[config.mk]
export PLATFORM = sky130hd
export DESIGN_NAME = pit_timer
export DESIGN_NICKNAME = d
export VERILOG_FILES = /design/src/rtl/pit_pkg.sv /design/src/rtl/pit_counter.sv /design/src/rtl/pit_ctrl_regs.sv /design/src/rtl/pit_timer.sv
export SDC_FILE = /design/constraint.sdc
export NUM_CORES = 1
export LEC_CHECK = 0
export BUFFER_PORTS_ARGS = -buffer_cell sky130_fd_sc_hd__buf_4
export CORE_ASPECT_RATIO = 1.25
export CORE_MARGIN = 2
export CORE_UTILIZATION = 43
export DETAILED_ROUTE_END_ITERATION = 8
export PLACE_DENSITY_LB_ADDON = 0.2
export SLEW_MARGIN = 20
export SYNTH_ARGS = -nofsm -noshare
export SYNTH_HDL_FRONTEND = slang
export SYNTH_SLANG_ARGS = --single-unit
[constraint.sdc]
create_clock -name clk -period 6.5 [get_ports clk]
set_input_delay 0 -clock clk [delete_from_list [all_inputs] [get_ports clk]]
set_output_delay 0 -clock clk [all_outputs]
set_load 0.005 [all_outputs]
[src/rtl/pit_pkg.sv]
package pit_pkg;
    localparam int CNT_W   = 16;
    localparam int CTRL_W  = 16;
    localparam int LVL_W   = 8;
    localparam int ADDR_W  = 2;

    localparam int BIT_PS  = 7;
    localparam int BIT_PIE = 2;
    localparam int BIT_FRZ = 1;
    localparam int BIT_TE  = 0;

    localparam logic [ADDR_W-1:0] A_CTRL   = 2'd0;
    localparam logic [ADDR_W-1:0] A_RELOAD = 2'd1;
    localparam logic [ADDR_W-1:0] A_COUNT  = 2'd2;

    typedef struct packed {
        logic [LVL_W-1:0] lvl;
        logic             ps;
        logic             pie;
        logic             frz;
        logic             te;
    } ctrl_t;
endpackage

[src/rtl/pit_counter.sv]
module pit_counter #(
    parameter int W = 16
) (
    input  logic         clk,
    input  logic         rst_n,
    input  logic         run,
    input  logic         load_en,
    input  logic [W-1:0] load_val,
    input  logic [W-1:0] reload,
    output logic [W-1:0] cnt,
    output logic         zero_evt
);
    typedef struct packed {
        logic [W-1:0] cnt;
    } st_t;

    st_t st_d, st_q;
    logic [W-1:0] step_d;

    always_comb begin
        st_d     = st_q;
        step_d   = (st_q.cnt == '0) ? reload : st_q.cnt - 1'b1;
        zero_evt = run && (step_d == '0);
        if (load_en) begin
            st_d.cnt = load_val;
        end else if (run) begin
            st_d.cnt = step_d;
        end
    end

    always_ff @(posedge clk) begin
        if (!rst_n) st_q <= '0;
        else        st_q <= st_d;
    end

    assign cnt = st_q.cnt;
endmodule

[src/rtl/pit_ctrl_regs.sv]
module pit_ctrl_regs
    import pit_pkg::*;
#(
    parameter int W = CNT_W
) (
    input  logic              clk,
    input  logic              rst_n,
    input  logic              wr_ctrl,
    input  logic              wr_reload,
    input  logic [CTRL_W-1:0] wdata,
    input  logic              zero_evt,
    output ctrl_t             ctrl,
    output logic [W-1:0]      reload
);
    typedef struct packed {
        ctrl_t        ctrl;
        logic [W-1:0] reload;
    } st_t;

    st_t  st_d, st_q;
    logic clr_d;

    always_comb begin
        st_d  = st_q;
        clr_d = wr_ctrl && wdata[BIT_PS];
        if (wr_ctrl) begin
            st_d.ctrl.lvl = wdata[CTRL_W-1 -: LVL_W];
            st_d.ctrl.pie = wdata[BIT_PIE];
            st_d.ctrl.frz = wdata[BIT_FRZ];
            st_d.ctrl.te  = wdata[BIT_TE];
        end
        if (wr_reload) begin
            st_d.reload = wdata[W-1:0];
        end
        if (zero_evt)   st_d.ctrl.ps = 1'b1;
        else if (clr_d) st_d.ctrl.ps = 1'b0;
    end

    always_ff @(posedge clk) begin
        if (!rst_n) st_q <= '0;
        else        st_q <= st_d;
    end

    assign ctrl   = st_q.ctrl;
    assign reload = st_q.reload;
endmodule

[src/rtl/pit_timer.sv]
module pit_timer
    import pit_pkg::*;
(
    input  logic              clk,
    input  logic              rst_n,
    input  logic              tick_en,
    input  logic              freeze_in,
    input  logic              reg_wr,
    input  logic [ADDR_W-1:0] reg_addr,
    input  logic [CTRL_W-1:0] reg_wdata,
    output logic [CTRL_W-1:0] reg_rdata,
    output logic              irq,
    output logic [LVL_W-1:0]  irq_level
);
    ctrl_t            ctrl;
    logic [CNT_W-1:0] reload;
    logic [CNT_W-1:0] cnt;
    logic             zero_evt;
    logic             wr_ctrl, wr_reload, run, frozen, load_en;

    assign wr_ctrl   = reg_wr && (reg_addr == A_CTRL);
    assign wr_reload = reg_wr && (reg_addr == A_RELOAD);
    assign frozen    = ctrl.frz && freeze_in;
    assign run       = tick_en && ctrl.te && !frozen;
    assign load_en   = wr_reload && !ctrl.te;

    pit_ctrl_regs #(.W(CNT_W)) u_regs (
        .clk(clk), .rst_n(rst_n), .wr_ctrl(wr_ctrl), .wr_reload(wr_reload),
        .wdata(reg_wdata), .zero_evt(zero_evt), .ctrl(ctrl), .reload(reload)
    );

    pit_counter #(.W(CNT_W)) u_cnt (
        .clk(clk), .rst_n(rst_n), .run(run), .load_en(load_en),
        .load_val(reg_wdata[CNT_W-1:0]), .reload(reload),
        .cnt(cnt), .zero_evt(zero_evt)
    );

    always_comb begin
        reg_rdata = '0;
        case (reg_addr)
            A_CTRL: begin
                reg_rdata[CTRL_W-1 -: LVL_W] = ctrl.lvl;
                reg_rdata[BIT_PS]            = ctrl.ps;
                reg_rdata[BIT_PIE]           = ctrl.pie;
                reg_rdata[BIT_FRZ]           = ctrl.frz;
                reg_rdata[BIT_TE]            = ctrl.te;
            end
            A_RELOAD: reg_rdata[CNT_W-1:0] = reload;
            A_COUNT:  reg_rdata[CNT_W-1:0] = cnt;
            default:  reg_rdata = '0;
        endcase
    end

    assign irq       = ctrl.pie && ctrl.ps;
    assign irq_level = ctrl.lvl;
endmodule

==> metrics.md, run 1 <==
| Metric | Value |
|---|---|
| Post-route fraction of the period consumed by the critical path | 41.8% |
| Vias in the first global route | 2563 |
| Final sum of negative setup slack | 0 ns |
| Final routed DRC violation total | 0 |
| Sequential area share after synthesis | 32.8% |
| Most used flip-flop cell after synthesis | dfxtp_1 |
| Inst Count DP | 450 |
| Final setup viols | 0 |
| Total of flip-flops plus latches after synthesis | 44 |
| Master of the slowest instance on the critical path | nor3b_1 |
| Final #Nets | 418 |
| Fraction of registers with async set or reset after synthesis | 0% |
| Syn. warnings | 0 |
| Routability congestion estimate | 0.898 |
| Setup repair after global routing missed its margin | no |
| Number of hold-repair buffers added at the cts stage | 17 |
| Upper clock frequency limit | 368 MHz |
| CP bufs+invs | 1 |
| Result of the run | complete, no violations |
| Post-layout minimum cycle time | 2.72 ns |
| Category of the critical setup timing path | reg2reg |
| I/O pins | 48 |
| Clk root buf | clkbuf_8 |
| Logic gate share of total power | 27.0% |
| Number of vias after detailed routing | 2769 |
| GRT overflow | 0 |
| Number of flops mapped to enable cells by yosys | 0 |
| Synth-to-layout area growth | 20.3% |
| Multi-input gate area in the final layout | 1580 sq um |
| Buffers inserted during post-CTS setup optimization | 0 |
| Antenna viol nets, final | 0 |
| Relative contribution of sequential cells to total power | 45.1% |
| Leakage | 1.22 nW |
| Area of the core region | 6130 sq um |
| Total Routing Usage GR | 24.6% |
| Dpl hpwl | 5.15 mm |
| Top cell family by delay on the critical path | simple AND/OR/NAND/NOR gates |
| Floorplan row count | 32 |
| Mean post-synth cell area | 7.61 sq um |
| Die ar. | 6900 sq um |
| Total clock sinks | 44 |
| Post-route core utilization | 52.8% |
| Global-route wire length before repair | 13.3 mm |
| Post-Route Skew | 0.0108 ns |
| Fraction of final layout cells with drive strength greater than 1 | 16.9% |
| Insertion delay of the later-clocked pin in the worst-skew pair | 0.31 ns |
| Power Dens Cells | 203 nW/um^2 |
| Number of cells upsized or downsized after cts | 0 |
| Non-Filler Instances | 475 |
| Wire length reported by the detailed router | 8.15 mm |
| Worst Max-Slew Pin Slew | 0.898 ns |
| Cell chain of the critical path | inv_1, ha_1, nor3b_1, nand3_1, xor2_1, o21ai_0, or4b_1, o21ai_2 |
| Fraction of power spent switching nets | 32.7% |
| Arrival time at the worst endpoint | 2.96 ns |
| Worst hold path type | in2reg |
| Mapped Cells | 353 |
| Max-slew headroom | 40.0% |
| Highest cell delay on the worst timing path | 0.76 ns |
| Most frequent standard cell in the layout excluding fill and tap cells | nand2_1 |
| Inserted Clock Buffers | 5 |
| Power spent charging and discharging nets | 0.215 mW |
| Pin count of the biggest net entering global routing | 44 |
| Peak VDD IR | 89.5 uV |
| Net count after synthesis | 382 |
| Clock Power Share | 27.9% |
| Chip Width | 74.7 um |
| Number of H-tree levels | 2 |
| Initial antenna violation count | 0 |
| Final count of hold timing violations | 0 |
| Internal power | 0.442 mW |
| Number of violations of the max-capacitance limit | 0 |
| First-pass iteration count of the detailed router | 8 |
| Worst-case register-to-register setup slack | 3.78 ns |
| Initial Util | 43.9% |
| Final max-slew violation count | 0 |
| Highest net fanout along the worst path | 12 |
| Ant. Diodes | 0 |
| Avg Vias per Cell | 5.83 |
| Crit path required time | 6.74 ns |
| Top library cells by usage in the layout, fill and taps aside | 66 x nand2_1, 50 x buf_4, 44 x dfxtp_1 |
| Yosys cell types | 48 |
| Synthesized area | 2690 sq um |
| Clock tree from TritonCTS | done |
| Die height | 92.4 um |
| Wirelength per Cell | 17.2 um |
| Port Buffer Count | 47 |
| Count of fill cells added during filler insertion | 602 |
| Clock-pin slew of the registers on the worst-case setup and hold paths | 0.08 ns |
| Maximum buffer depth of the clock tree | 2 |
| Endpoint class of the critical path | flip-flop |
| Sequential cell area | 881 sq um |
| First DRT Iteration DRCs | 337 |
| Startpoint Class | flip-flop |
==> area by class of cell <==
class	instances	share of cell area, %
Clock buffer	8	2.79
Inverter	7	0.813
Multi-Input combinational cell	264	49.0
Sequential cell	44	27.3
Tap cell	85	3.29
Timing Repair Buffer	67	16.9
==> flip-flops by register name, indices dropped and copies added (netlist names) <==
signal and cells:
u_regs.ctrl 12, u_regs.reload 16, u_cnt.cnt 16
==> path summary, 6_finish.rpt <==
path | start | end | cells after the start
worst max-delay path | u_cnt.cnt[0]$_SDFFE_PN0P_ | u_regs.ctrl[3]$_SDFFE_PN0P_ | 8
worst min register to register | u_regs.ctrl[2]$_SDFFE_PN0P_ | u_regs.ctrl[2]$_SDFFE_PN0P_ | 2
worst min-delay path | tick_en | u_cnt.cnt[13]$_SDFFE_PN0P_ | 4
worst max register to register | u_cnt.cnt[0]$_SDFFE_PN0P_ | u_regs.ctrl[3]$_SDFFE_PN0P_ | 8
==> power groups by stage <==
stage / logic (mW) / registers (mW) / clock network (mW)
2_1_floorplan: 0.128 / 0.293 / 0
3_3_place_gp: 0.166 / 0.302 / 0
3_5_place_dp: 0.167 / 0.302 / 0
4_1_cts: 0.176 / 0.296 / 0.182
5_1_grt: 0.197 / 0.299 / 0.191
6_report: 0.178 / 0.296 / 0.183
==> worst register-to-register path, stage by stage, from the launching register on <==
cell	delay, ns
dfxtp_1	0.44
inv_1	0.13
ha_1	0.24
nor3b_1	0.76
nand3_1	0.18
xor2_1	0.16
o21ai_0	0.10
or4b_1	0.54
o21ai_2	0.12
==> logic make-up after synthesis <==
kind of cell               count (synthesis)  share of synthesized area, %
buffers and inverters                     45                          8.38
adders and majority gates                  6                          2.79
and+or+nand+nor                          148                          26.9
DFF                                       44                          32.8
AOI/OAI and AO/OA                        102                          26.5
xor gates and xnor gates                   8                          2.61
==> cells in the mapped netlist, drive strengths merged (7+ instances only) <==
library cell	count	share of area, %
nand2	66	9.2
dfxtp	44	33
a21oi	42	7.8
nor2	34	4.8
clkbuf	23	3.2
buf	15	4.2
a222oi	12	4.5
a22oi	12	3.4
a221oi	8	2.8
nor3	8	1.5
nand3	7	1.3
o211ai	7	2.0
==> metal layers <==
metal	part of all wire, %	global-route usage [%]
met5	0	0
met3	5.2	3.70
met4	1.1	5.80
met2	48	39.9
met1	45	33.9
==> per-stage QoR <==
step / setup slack [ns] / power (mW) / area (sq um) / hold WS (ns)
2_1_floorplan: 4.14 / 0.421 / 2690 / 0.136
3_3_place_gp: 3.64 / 0.468 / 2970 / 0.263
3_5_place_dp: 3.56 / 0.469 / 2970 / 0.263
4_1_cts: 3.80 / 0.654 / 3230 / 0.335
5_1_grt: 3.56 / 0.686 / 3230 / 0.405
6_report: 3.78 / 0.657 / 3230 / 0.358
(Power assumes the default switching activity.)
==> run 2, diff against run 1 <==
==> constraint.sdc (replaced) <==
create_clock -name clk -period 2.5 [get_ports clk]
set_input_delay 0 -clock clk [delete_from_list [all_inputs] [get_ports clk]]
set_output_delay 0 -clock clk [all_outputs]
set_load 0.005 [all_outputs]
==> run 2 against run 1 <==
  * Fmax grew 16%
  * Total power grew to 2.6 times the previous value
  * Via count is 3.8% higher
  * Sequential power increased to 2.6 times the previous value
  * Highest routed layer unchanged
==> metrics.md, run 2 (synthesis gave the netlist of run 1 again) <==
| Metric | Value |
|---|---|
| Most frequent standard cell in the layout excluding fill and tap cells | buf_4 |
| Number of vias after detailed routing | 2875 (+3.8%) |
| Multi-input gate area in the final layout | 1580 sq um (unchanged) |
| Worst hold path type | in2reg |
| Endpoint class of the critical path | flip-flop |
| Highest net fanout along the worst path | 5 (-7) |
| Endpoint of the worst register-to-register path | u_cnt.cnt[10]$_SDFFE_PN0P_ |
| Number of violations of the max-capacitance limit | 0 (unchanged) |
| Highest cell delay on the worst timing path | 0.52 ns (-0.24 ns) |
| Dpl hpwl | 5.90 mm (+15%) |
| Peak VDD IR | 274 uV (+210%) |
| Upper clock frequency limit | 428 MHz (+16%) |
| GRT overflow | 0 (unchanged) |
| Avg Vias per Cell | 5.87 (+0.65%) |
| Worst reg2reg path startpoint | u_cnt.cnt[1]$_SDFFE_PN0P_ |
| Leakage | 1.30 nW (+6.4%) |
| Clock tree from TritonCTS | done |
| Die ar. | 6900 sq um (unchanged) |
| Final sum of negative setup slack | 0 ns (unchanged) |
| Worst-case register-to-register setup slack | 0.17 ns (-3.62 ns) |
| Post-layout minimum cycle time | 2.33 ns (-0.382 ns) |
| Final count of hold timing violations | 0 (unchanged) |
| Master of the slowest instance on the critical path | or3b_2 |
| I/O pins | 48 (unchanged) |
| PnR Total Power | 1.70 mW (+160%) |
| Count of fill cells added during filler insertion | 628 (+4.3%) |
| Setup repair after global routing missed its margin | no |
| Initial antenna violation count | 0 (unchanged) |
| Routability congestion estimate | 0.971 (+8.1%) |
| Insertion delay of the later-clocked pin in the worst-skew pair | 0.30 ns (about the same) |
| Start point of the worst hold path | reg_wr |
| Inserted Clock Buffers | 5 (unchanged) |
| Total clock sinks | 44 (unchanged) |
| Vias in the first global route | 2726 (+6.4%) |
| Antenna viol nets, final | 0 (unchanged) |
| Final #Nets | 436 (+4.3%) |
| Sequential cell area | 881 sq um (unchanged) |
| Worst Max-Slew Pin Slew | 0.782 ns (-0.116 ns) |
| Wire length reported by the detailed router | 8.89 mm (+9.0%) |
| Initial Util | 43.9% (unchanged) |
| Fraction of final layout cells with drive strength greater than 1 | 20.5% (+3.6 points) |
| Arrival time at the worst endpoint | 2.51 ns (-0.45 ns) |
| CP bufs+invs | 1 (unchanged) |
| Number of H-tree levels | 2 (unchanged) |
| Result of the run | complete, no violations |
| Clock-pin slew of the registers on the worst-case setup and hold paths | 0.08 ns (about the same) |
| Cell chain of the critical path | inv_1, ha_2, or3b_2, or4_4, a221oi_2, nor3_1, a221oi_1, nor2_1 |
| Area of the core region | 6130 sq um (unchanged) |
| Chip Width | 74.7 um (unchanged) |
| Clk root buf | clkbuf_8 |
| Inst Count DP | 468 (+4.0%) |
| Top cell family by delay on the critical path | simple AND/OR/NAND/NOR gates |
| Depth of the worst register-to-register path | 8 (unchanged) |
| Floorplan row count | 32 (unchanged) |
| Setup crit start | u_cnt.cnt[1]$_SDFFE_PN0P_ |
| Post-layout instance area | 3350 sq um (+3.5%) |
| Maximum buffer depth of the clock tree | 2 (unchanged) |
| Wirelength per Cell | 18.1 um (+5.7%) |
| Total Routing Usage GR | 26.6% (+2.0 points) |
| First DRT Iteration DRCs | 254 (-25%) |
| Port Buffer Count | 47 (unchanged) |
| Non-Filler Instances | 490 (+3.2%) |
| Power Dens Cells | 508 nW/um^2 (+150%) |
| Ant. Diodes | 0 (unchanged) |
| Die height | 92.4 um (unchanged) |
| Pin count of the biggest net entering global routing | 44 (unchanged) |
| Startpoint Class | flip-flop |
| Category of the critical setup timing path | reg2reg |
| Synth-to-layout area growth | 24.5% |
| First-pass iteration count of the detailed router | 6 (-2) |
| Post-route core utilization | 54.6% (+1.9 points) |
| Final setup viols | 0 (unchanged) |
| Post-Route Skew | 0.00359 ns (-0.00722 ns) |
| Max-slew headroom | 47.9% (+7.8 points) |
| Worst setup path end | u_cnt.cnt[10]$_SDFFE_PN0P_ |
| Post-route fraction of the period consumed by the critical path | 93.4% (+52 points) |
| Buffers inserted during post-CTS setup optimization | 0 (unchanged) |
| Final max-slew violation count | 0 (unchanged) |
| Global-route wire length before repair | 14.1 mm (+6.5%) |
| Crit path required time | 2.67 ns (-4.07 ns) |
| Top library cells by usage in the layout, fill and taps aside | 68 x buf_4, 66 x nand2_1, 44 x dfxtp_1 |
| Post-placement cell area | 3100 sq um (+4.6%) |
| Final routed DRC violation total | 0 (unchanged) |
| Number of cells on the critical path | 8 (unchanged) |
## run 2: area by class of cell
type | count | share of cell area, %
timing repair buffer | 85 | 20.3
tap | 85 | 3.18
multi-input combinational | 264 | 47.3
sequential | 44 | 26.3
clock buffer | 5 | 2.06
inverter | 7 | 0.785
## run 2: routing by layer
metal  track usage [%]  vias to the layer above  wire, um
met1              35.2                     1377      3860
met4              8.48                        0       172
li1                  -                     1381         -
met2              44.3                      104      4370
met3              3.37                       13       482
met5                 0                        -         0
## run 2: worst min path at each step
stage / cells after the start / endpoint
final: 5 / u_regs.ctrl[2]$_SDFFE_PN0P_
after global routing: 5 / u_regs.ctrl[4]$_SDFFE_PN0P_
after CTS: 5 / u_regs.ctrl[2]$_SDFFE_PN0P_
after detailed placement: 3 / u_regs.reload[6]$_SDFFE_PN0P_
after global placement: 3 / u_regs.reload[5]$_SDFFE_PN0P_
after floorplan: 2 / u_regs.ctrl[2]$_SDFFE_PN0P_
## run 2: timing repair
item	in CTS	in global routing
hold buffers	17	0
endpoints found under the hold margin	35	0
resized for setup	0	1
setup endpoints to repair	0	1
## run 2: where the power goes
part	leakage [nW]	internal [mW]	switching (mW)
combinational	0.903	0.224	0.291
sequential	0.358	0.727	0.0358
clock	0.0359	0.181	0.243
total	1.30	1.13	0.569
## run 2: per-stage QoR
step | hold WS (ns) | worst slack (ns)
CTS | 0.202 | 0.144
global placement | 0.259 | 0.249
floorplan | 0.136 | 0.137
detailed placement | 0.268 | 0.156
finish | 0.202 | 0.166
global route | 0.231 | 0.0423
## run 2: worst min-delay path, delay by kind of cell
| kind | cells | cell delay, ns |
|---|---|---|
| buffers and inverters | 2 | 0.27 |
| AND/OR/NAND/NOR | 2 | 0.13 |
| AO/OA/AOI/OAI | 1 | 0.05 |
